[src/rtl/strap_seq_pkg.sv]
package strap_seq_pkg;

    localparam int STRAP_PADS = 4;
    localparam int FS_W       = 3;
    localparam int RATE_W     = 11;

    localparam logic [RATE_W-1:0] RATE_100_0 = RATE_W'(1000);
    localparam logic [RATE_W-1:0] RATE_103_0 = RATE_W'(1030);
    localparam logic [RATE_W-1:0] RATE_66_8  = RATE_W'(668);
    localparam logic [RATE_W-1:0] RATE_83_3  = RATE_W'(833);
    localparam logic [RATE_W-1:0] RATE_124_0 = RATE_W'(1240);

    typedef enum logic [1:0] {
        SEQ_WAIT  = 2'd0,
        SEQ_LATCH = 2'd1,
        SEQ_RUN   = 2'd2
    } seq_state_e;

    typedef struct packed {
        logic            valid;
        logic            mode;
        logic [FS_W-1:0] fs;
    } strap_word_t;

endpackage

[src/rtl/strap_window_timer.sv]
module strap_window_timer #(
    parameter int WINDOW_CYCLES = 28636
) (
    input  logic clk,
    input  logic rst_n,
    input  logic run,
    output logic expire
);
    localparam int CNT_W = (WINDOW_CYCLES > 2) ? $clog2(WINDOW_CYCLES) : 1;
    localparam logic [CNT_W-1:0] LAST = CNT_W'(WINDOW_CYCLES - 1);

    typedef struct packed {
        logic [CNT_W-1:0] cnt;
    } tmr_t;

    tmr_t tmr_d, tmr_q;

    always_comb begin
        tmr_d  = tmr_q;
        expire = run && (tmr_q.cnt == LAST);
        if (run && !expire) begin
            tmr_d.cnt = tmr_q.cnt + 1'b1;
        end
    end

    always_ff @(posedge clk or negedge rst_n) begin
        if (!rst_n) begin
            tmr_q <= '0;
        end else begin
            tmr_q <= tmr_d;
        end
    end
endmodule

[src/rtl/strap_capture.sv]
module strap_capture
    import strap_seq_pkg::*;
(
    input  logic                  clk,
    input  logic                  rst_n,
    input  logic                  capture,
    input  logic [STRAP_PADS-1:0] pad_lvl,
    output strap_word_t           word
);
    strap_word_t cap_d, cap_q;

    always_comb begin
        cap_d = cap_q;
        if (capture && !cap_q.valid) begin
            cap_d.valid = 1'b1;
            cap_d.mode  = pad_lvl[0];
            cap_d.fs    = pad_lvl[STRAP_PADS-1:1];
        end
    end

    always_ff @(posedge clk or negedge rst_n) begin
        if (!rst_n) begin
            cap_q <= '0;
        end else begin
            cap_q <= cap_d;
        end
    end

    assign word = cap_q;
endmodule

[src/rtl/strap_freq_decode.sv]
module strap_freq_decode
    import strap_seq_pkg::*;
(
    input  logic              valid,
    input  logic [FS_W-1:0]   fs,
    output logic [RATE_W-1:0] rate,
    output logic              div3,
    output logic              reserved
);
    always_comb begin
        rate     = '0;
        div3     = 1'b0;
        reserved = 1'b0;
        if (valid) begin
            unique case (fs)
                3'b111, 3'b101: begin rate = RATE_100_0; div3 = 1'b1; end
                3'b100:         begin rate = RATE_103_0; div3 = 1'b1; end
                3'b000:         begin rate = RATE_124_0; div3 = 1'b1; end
                3'b011, 3'b001: begin rate = RATE_66_8;  div3 = 1'b0; end
                3'b010:         begin rate = RATE_83_3;  div3 = 1'b0; end
                default:        begin reserved = 1'b1; end
            endcase
        end
    end
endmodule

[src/rtl/strap_power_seq.sv]
module strap_power_seq
    import strap_seq_pkg::*;
#(
    parameter int WINDOW_CYCLES = 28636
) (
    input  logic                  clk_ref,
    input  logic                  pwr_good,
    input  logic [STRAP_PADS-1:0] pad_in,
    output logic [STRAP_PADS-1:0] pad_oe,
    output logic                  seq_done,
    output logic                  strap_mode,
    output logic [FS_W-1:0]       strap_fs,
    output logic [RATE_W-1:0]     cpu_rate,
    output logic                  pci_div3,
    output logic                  fs_reserved
);
    typedef struct packed {
        seq_state_e state;
    } seq_t;

    seq_t        seq_d, seq_q;
    logic        win_expire;
    logic        drv_on;
    strap_word_t cap_word;

    strap_window_timer #(
        .WINDOW_CYCLES(WINDOW_CYCLES)
    ) i_timer (
        .clk    (clk_ref),
        .rst_n  (pwr_good),
        .run    (seq_q.state == SEQ_WAIT),
        .expire (win_expire)
    );

    strap_capture i_capture (
        .clk     (clk_ref),
        .rst_n   (pwr_good),
        .capture (win_expire),
        .pad_lvl (pad_in),
        .word    (cap_word)
    );

    strap_freq_decode i_decode (
        .valid    (cap_word.valid),
        .fs       (cap_word.fs),
        .rate     (cpu_rate),
        .div3     (pci_div3),
        .reserved (fs_reserved)
    );

    always_comb begin
        seq_d = seq_q;
        unique case (seq_q.state)
            SEQ_WAIT:  if (win_expire) seq_d.state = SEQ_LATCH;
            SEQ_LATCH: seq_d.state = SEQ_RUN;
            default:   seq_d.state = SEQ_RUN;
        endcase
    end

    always_ff @(posedge clk_ref or negedge pwr_good) begin
        if (!pwr_good) begin
            seq_q <= '{state: SEQ_WAIT};
        end else begin
            seq_q <= seq_d;
        end
    end

    assign drv_on = (seq_q.state == SEQ_RUN);

    for (genvar p = 0; p < STRAP_PADS; p++) begin : g_pad_oe
        assign pad_oe[p] = drv_on;
    end

    assign seq_done   = drv_on;
    assign strap_mode = cap_word.mode;
    assign strap_fs   = cap_word.fs;
endmodule

[config.mk]
export PLATFORM = sky130hd
export DESIGN_NAME = strap_power_seq
export DESIGN_NICKNAME = d
export VERILOG_FILES = /design/src/rtl/strap_seq_pkg.sv /design/src/rtl/strap_window_timer.sv /design/src/rtl/strap_capture.sv /design/src/rtl/strap_freq_decode.sv /design/src/rtl/strap_power_seq.sv
export SDC_FILE = /design/constraint.sdc
export NUM_CORES = 1
export LEC_CHECK = 0
export BUFFER_PORTS_ARGS = -buffer_cell sky130_fd_sc_hd__buf_2
export CAP_MARGIN = 20
export CORE_MARGIN = 2
export CORE_UTILIZATION = 25
export DETAILED_ROUTE_END_ITERATION = 12
export PLACE_DENSITY = 0.5
export SETUP_SLACK_MARGIN = 0.3
export SLEW_MARGIN = 20
export SYNTH_ARGS = -nofsm -noshare
export SYNTH_HDL_FRONTEND = slang
export SYNTH_SLANG_ARGS = --single-unit
[constraint.sdc]
create_clock -name clk_ref -period 2.5 [get_ports clk_ref]
set_input_delay 0.125 -clock clk_ref [delete_from_list [all_inputs] [get_ports clk_ref]]
set_output_delay 0.125 -clock clk_ref [all_outputs]
set_load 0.03 [all_outputs]
Word-level counts from Yosys, hierarchy flattened --
Cells that the tools add are included.
Word-level totals: bits in registers 22, bits of input ports 6, output and inout bits 22, logic and storage cells 34
Operators by class: $add $sub $neg 1, eq/ne operators 9, muxes and demuxes 8, reduce and logical (&&, ||, !) cells 11
Operators with widths (number):
- $pmux 11 s5 | 1
- $add 15x1->15 const B | 1
- $eq 15x15->1 const B | 1
- $mux 11 | 1
- $eq 3x3->1 const B | 3
- $reduce_or 7->1 | 1
- $eq 3x2->1 const B | 2
- $mux 1 | 4
- $mux 2 | 2
- $reduce_or 2->1 | 2
- $reduce_or 4->1 | 1
- $eq 3x1->1 const B | 1
- $logic_and 1x1->1 | 3
- $logic_not 3->1 | 1
- $eq 2x2->1 const B | 1
- $logic_not 1->1 | 2
- $logic_not 2->1 | 1
- $ne 2x1->1 const B | 1

Depth between registers and ports, before layout --
Gate-level depths: netlist (run 1).
word-level depth 4, depth in mapped cells 5, gate-level depth less buffers 5

Cells and area by module --
A second synthesis (run 1) with hierarchy kept.
Second synthesis, totals: cell total of the unflattened synthesis 105, area, all modules 1172.4 µm²
Modules (own cells, without submodules):
- strap_window_timer | times used 1, cells each 62, area each 718.2 µm², sequential area each 375.4 µm²
- strap_capture | times used 1, cells each 11, area each 190.2 µm², sequential area each 125.1 µm²
- strap_freq_decode | times used 1, cells each 22, area each 157.7 µm², sequential area each 0.0 µm²
- strap_power_seq | times used 1, cells each 10, area each 106.4 µm², sequential area each 50.0 µm²

Least setup slack after synthesis (run 1) --
No wires, ideal clock.
path kind register to output, start reg i_capture.cap_q (netlist bit i_capture.word[0]), end out cpu_rate[9], arrival time 1.968 ns, required time 2.375 ns, setup slack 0.407 ns, cell stages (with the launch flop) 5, buffers on the path 1, cells stage by stage dfrtp_1 -> clkbuf_8 -> nand2b_1 -> nor3b_1 -> a21o_1
On the way: cells in the longest elaborated chain, start to end 4, elaborated cells between the ends (all ways) 11, those cells by class eq/ne (6); mux (2); reduce/logical (3)
RTL lines:
- start, declared | RTL line strap_capture.sv:10 | strap_word_t cap_d, cap_q;
- start signal, assigned | RTL line strap_capture.sv:25 | cap_q <= cap_d;
- $eq 3x2->1, or another cell as far along | RTL line strap_freq_decode.sv:15 | unique case (fs)
- $reduce_or 2->1
- $pmux 11 s5 * | RTL line strap_freq_decode.sv:15
- $mux 11 * | RTL line strap_freq_decode.sv:14 | if (valid) begin
- end, declared | RTL line strap_power_seq.sv:13 | output logic [RATE_W-1:0] cpu_rate,
Mark *: on every way between the ends. The rest lies on a longest branch, timed or not.

Final worst setup path (run 1) --
start reg seq_q[1] in the netlist's numbering, end reg i_capture.cap_q (netlist bit i_capture.word[0])
On the way: cells in the longest elaborated chain, start to end 3
RTL lines:
- start, declared | RTL line strap_power_seq.sv:21 | seq_t seq_d, seq_q;
- start signal, assigned | RTL line strap_power_seq.sv:62 | seq_q <= '{state: SEQ_WAIT};
- start signal, assigned | RTL line strap_power_seq.sv:64 | seq_q <= seq_d;
- $logic_not 2->1 | RTL line strap_power_seq.sv:31 | .run (seq_q.state == SEQ_WAIT),
- $logic_and 1x1->1 | RTL line strap_window_timer.sv:20 | expire = run && (tmr_q.cnt == LAST);
- $logic_and 1x1->1 | RTL line strap_capture.sv:14 | if (capture && !cap_q.valid) begin
No other way between the ends. A chain may end at the register's enable or synchronous reset.

==> impl_metrics.yaml, run 1 <==
status:
  status: "completed"
synth:
  synth_common_cells: "dfrtp_1, nor2_1, xnor2_1"
  syn-num-nets: 112
  synthFlopType: "dfrtp_1"
  async_flop_share_pct: 100
  synth_cells: 105
  synth-seq-cells: 22
  yosysTopAreaCell: "dfrtp_1"
  yosysMostFrequentCell: "dfrtp_1"
  synth.distinct_cells: 35
  synth_edf_count: 0
  ys_seq_area_share_pct: 47.1
  synth_area_um2: 1170
  synth_top_area_share_pct: 47.1
  synthTopCellsByArea: "dfrtp_1, xnor2_1, mux2_2"
  syn-mean-instance-area_um2: 11.1
  yosys_warnings: 0
die:
  die-area_um2: 5240
  core_area_um2: 4410
  start_util_pct: 26.5
  ios: 28
  row_count: 24
  die_x_um: 72.4
  die_h_um: 72.4
timing:
  period_share_pct: 73.6
  worst_slack_ns: 0.661
  maxSlewViolCount: 0
  hold_viol: 0
  clock_skew_ns: 0.00279
  tightest_slew_ns: 0.480
  min_period_ns: 1.84
  rsz0062_at_grt: "false"
  fmax_ghz: 0.544
  setup_violations: 0
  finalSetupTns_ns: 0
  slew_headroom_pct: 68.0
drt:
  drt_iter0_markers: 16
  routedWlPerCell_um: 11.5
  ant_nets: 0
  vias_per_cell: 4.27
  dr.pass1.iters: 3
  postRouteWirelength_um: 2080
  drc: 0
  vias: 772
critical_path:
  critPathBufInv: 1
  cp_slowest_cell: "or3_4"
  cp.required_ns: 2.65
  arrival_ns: 1.99
  slowest_delay_ns: 0.41
  crit_type: "flop to flop"
  path_cells: "nor2_2 > inv_1 > or3_4 > nor3_4 > mux2_2"
  end_kind: "flop"
  r2r-end: "i_capture.word[0]"
  crit_path_start_kind: "flop"
  path_max_fanout: 6
  crit_cells: 5
  cp_top_family: "simple AND/OR/NAND/NOR gates"
  reg2reg_depth: 5
  reg2reg_slack_ns: 0.66
  timing.rr.start: "seq_q[1]"
cts:
  cts_tree: "built"
  numCtsBuffers: 3
  insertion_delay_ns: 0.26
  ctsHoldBuffers: 1
  root_buffer: "clkbuf_8"
  cts_num_sinks: 22
  clk_pin_slew_ns: 0.08
  ctsResizeCount: 0
  cts.htree.levels: 1
  cts_buffer_depth: 2
  postCtsSetupBuffers: 0
cells_and_area:
  area_growth_pct: 16.8
  final_cells: 181
  nets: 137
  drive_gt1_share_pct: 34.1
  final_util_pct: 30.9
  insertedDiodeCount: 0
  design_area_um2: 1370
global_route:
  antenna_found_initial: 0
  grt_max_degree: 23
  grt_use_met2_pct: 14.8
  grt.overflow.total: 0
  grt_pass1_vias: 775
  globalRouteMet3Util_pct: 2.92
  grt_pass1_wl_um: 3490
  use_met1_pct: 10.3
  track_usage_pct: 8.46
  busiest_layer: "met2"
power:
  sw_frac_of_total_pct: 19.3
  p_seq_share_pct: 57.5
  vdd_drop_max_mv: 0.344
  p_sw_mw: 0.119
  powerDensity_nw_per_um2: 453
  combinationalPowerShare_pct: 1.8
  clockPowerShare_pct: 40.7
  p_leak_nw: 0.684
  intPower_mw: 0.500
min_path:
  hold_end: "i_capture.word[3]"
  min_from: "pad_in[0]"
  hold_depth: 2
  hold_path.class: "input pin to flop"
run:
  max-cap-violations: 0
placement:
  dpl.hpwl_um: 1630
  dpl_cell_area_um2: 1300
  placed_cells: 176
  pre_cts_slack_ns: 0.631
  io_buffer_count: 27
  place_congestion: 0.714
kinds of logic (layout without fill, tap and decap cells):
| kind of cell | count (synthesis) | in the layout | share of synthesized area (%) |
|---|---|---|---|
| adders and majority gates | 1 | 1 | 1.07 |
| DFF | 22 | 22 | 47.1 |
| and+or+nand+nor | 46 | 46 | 24.9 |
| muxes | 6 | 6 | 5.67 |
| AOI/OAI and AO/OA | 6 | 6 | 4.18 |
| buffers and inverters | 10 | 34 | 6.53 |
| xor gates and xnor gates | 14 | 14 | 10.5 |
power by group through the flow:
stage                     registers (mW)  logic (mW)  clock network, mW
after floorplan                    0.363   0.0000530                  0
after global placement             0.363      0.0106                  0
after detailed placement           0.363      0.0111                  0
after CTS                          0.355      0.0123              0.262
after global routing               0.356      0.0134              0.282
final                              0.355      0.0113              0.252
layout by cell type (no fill, tap or decap), types with 3 or more instances in the layout:
master     n
mux2_2     5
o21a_1     3
nand2_1    7
and3_1     3
clkbuf_8   4
nor2b_1    3
dfrtp_1   22
xnor2_1    8
nor3_1     3
nand3_1    3
buf_2     27
xor2_1     6
nor2_1     9
flip-flops by register name, indices dropped and copies added, names as in the netlist:
register and count:
i_capture.word 5, seq_q 2, i_timer.tmr_q 15
metrics by stage:
step / power [mW] / hold slack, ns
3_5_place_dp: 0.374 / 0.125
4_1_cts: 0.630 / 0.0833
2_1_floorplan: 0.363 / -0.171
5_1_grt: 0.651 / 0.0731
3_3_place_gp: 0.373 / 0.111
6_report: 0.619 / 0.0887
worst max-delay path by stage:
stage                      start                end
2_1_floorplan  i_capture.word[0]        cpu_rate[9]
3_3_place_gp            seq_q[1]  i_capture.word[1]
3_5_place_dp            seq_q[1]  i_capture.word[0]
4_1_cts                 seq_q[1]  i_capture.word[0]
5_1_grt                 seq_q[1]  i_capture.word[1]
6_report                seq_q[1]  i_capture.word[0]
cell type report:
class,count,area (um2)
Fill cell,463,3050
Inverter,2,7.51
Multi-Input combinational cell,73,542
Sequential cell,22,551
Timing Repair Buffer,28,145
Clock buffer,4,55.1
Tap cell,52,65.1
metal layers:
| layer | routed length [um] | vias up |
|---|---|---|
| met5 | 0 | - |
| met2 | 972 | 24 |
| met4 | 0 | 0 |
| li1 | - | 401 |
| met3 | 125 | 0 |
| met1 | 984 | 347 |
Power figures use the tool's default switching activity.
==> run 2: changes to the inputs <==
==> constraint.sdc (replaced) <==
create_clock -name clk_ref -period 1.8 [get_ports clk_ref]
set_input_delay 0.09 -clock clk_ref [delete_from_list [all_inputs] [get_ports clk_ref]]
set_output_delay 0.09 -clock clk_ref [all_outputs]
set_load 0.03 [all_outputs]
==> impl_metrics.yaml, run 2 (same netlist as run 1, synthesis figures left out) <==
status:
  status: "completed"
timing:
  hold_ws_ns: 0.0603
  hold_viol: 0
  maxSlewViolCount: 0
  finalSetupTns_ns: 0
  setup_violations: 0
  period_share_pct: 95.2
  fmax_ghz: 0.584
  rsz0062_at_grt: "true"
  min_period_ns: 1.71
  clock_skew_ns: 0.00203
  tightest_slew_ns: 0.491
  slew_headroom_pct: 67.2
critical_path:
  crit_cells: 6
  r2r-end: "i_capture.word[1]"
  crit_path_start_kind: "flop"
  cp-startpoint: "i_timer.tmr_q[1]"
  critical_path.endpoint: "i_capture.word[1]"
  slowest_delay_ns: 0.36
  reg2reg_slack_ns: 0.09
  path_max_fanout: 4
  timing.rr.start: "i_timer.tmr_q[1]"
  reg2reg_depth: 6
  crit_type: "flop to flop"
  cp.required_ns: 1.95
  cp_slowest_cell: "dfrtp_1"
  cp_top_family: "simple AND/OR/NAND/NOR gates"
  path_cells: "ha_2 > and4bb_2 > nand4_4 > nor3_4 > buf_6 > mux2_4"
  arrival_ns: 1.86
  end_kind: "flop"
  critPathBufInv: 1
cts:
  cts_tree: "built"
  numCtsBuffers: 3
  insertion_delay_ns: 0.26
  cts.htree.levels: 1
  clk_pin_slew_ns: 0.08
  cts_num_sinks: 22
  root_buffer: "clkbuf_8"
  cts_buffer_depth: 2
drt:
  dr.pass1.iters: 4
  ant_nets: 0
  vias: 910
  drt_iter0_markers: 34
  postRouteWirelength_um: 2440
  drc: 0
  routedWlPerCell_um: 12.3
  vias_per_cell: 4.57
cells_and_area:
  drive_gt1_share_pct: 53.1
  final_common_cell: "buf_2"
  final_util_pct: 36.4
  regMostFlops: "i_timer.tmr_q"
  final_cells: 199
  nFillCells: 445
  ff_latch_area_um2: 556
  nets: 155
  multiInputGateArea_um2: 641
  design_area_um2: 1610
  area_growth_pct: 37.6
  largest_register_ffs: 15
  final_cell_mix: "buf_2, dfrtp_1, buf_4"
  insertedDiodeCount: 0
global_route:
  busiest_layer: "met2"
  globalRouteMet3Util_pct: 2.78
  grt_pass1_vias: 862
  grt.overflow.total: 0
  grt_max_degree: 23
  grt_pass1_wl_um: 4210
  use_met1_pct: 13.6
  grt_use_met2_pct: 16.0
  track_usage_pct: 9.98
  antenna_found_initial: 0
die:
  core_area_um2: 4410
  row_count: 24
  die-area_um2: 5240
  ios: 28
  die_x_um: 72.4
  die_h_um: 72.4
  start_util_pct: 26.5
power:
  powerDensity_nw_per_um2: 535
  vdd_drop_max_mv: 0.424
  p_leak_nw: 0.827
placement:
  io_buffer_count: 27
  place_congestion: 0.761
  dpl.hpwl_um: 1720
  placed_cells: 180
  dpl_cell_area_um2: 1370
min_path:
  hold_path.class: "input pin to flop"
run:
  max-cap-violations: 0
run 2: cell types whose count changed in the layout (fill, tap and decap cells not counted), moves of 2 or more:
cell     change
buf_4       +17
dfrtp_1      -4
dfrtp_2      +4
mux2_2       -4
mux2_4       +4
nor2_4       +2
nor2b_1      -2
nor3_1       -2
nor3_2       +2
nor3b_1      -2
nor3b_4      +2
run 2: cell type report:
type                       instances  share of cell area (%)
tap                               52                    4.05
inverter                           2                   0.467
timing repair buffer              46                    17.7
sequential                        22                    34.6
clock buffer                       4                    3.42
multi-input combinational         73                    39.8
run 2: per-layer routing:
layer	vias to the layer above	wire length, um	share of wire (%)
met5	-	0	0
met3	0	156	6.4
met1	447	1080	44
met4	0	0	0
met2	25	1210	49
li1	438	-	-
run 2: timing repair:
action                                  CTS  global route
endpoints found under the setup margin   16            26
pin swaps                                 3             2
hold endpoints to repair                 22             0
buffers inserted                          7             7
hold buffers                              1             0
resized for setup                        11            12
run 2: per-stage QoR:
step                      total power, mW  setup WS (ns)
final                               0.859         0.0866
after global routing                0.904        0.00224
after detailed placement            0.519         0.0643
after CTS                           0.880         0.0985
after floorplan                     0.504          0.162
after global placement              0.519          0.126
run 2: worst min-delay path by stage:
stage | endpoint | depth (start not counted) | startpoint
global route | i_capture.word[3] | 2 | pad_in[0]
global placement | i_timer.tmr_q[11] | 1 | pwr_good
floorplan | i_capture.word[0] | 0 | pwr_good
detailed placement | i_timer.tmr_q[11] | 1 | pwr_good
CTS | i_capture.word[3] | 2 | pad_in[0]
finish | i_capture.word[3] | 2 | pad_in[0]
run 2: power by group:
| part | switching, mW | leakage (nW) | internal [mW] | total [mW] |
|---|---|---|---|---|
| clock | 0.155 | 0.0288 | 0.195 | 0.349 |
| sequential | 0 | 0.286 | 0.494 | 0.494 |
| combinational | 0.0109 | 0.512 | 0.00539 | 0.0163 |
| total | 0.166 | 0.827 | 0.694 | 0.859 |
run 2: worst reg2reg max path: stages, from the launching register on:
cell and delay (ns):
dfrtp_1 0.36, ha_2 0.19, and4bb_2 0.26, nand4_4 0.14, nor3_4 0.20, buf_6 0.15, mux2_4 0.30
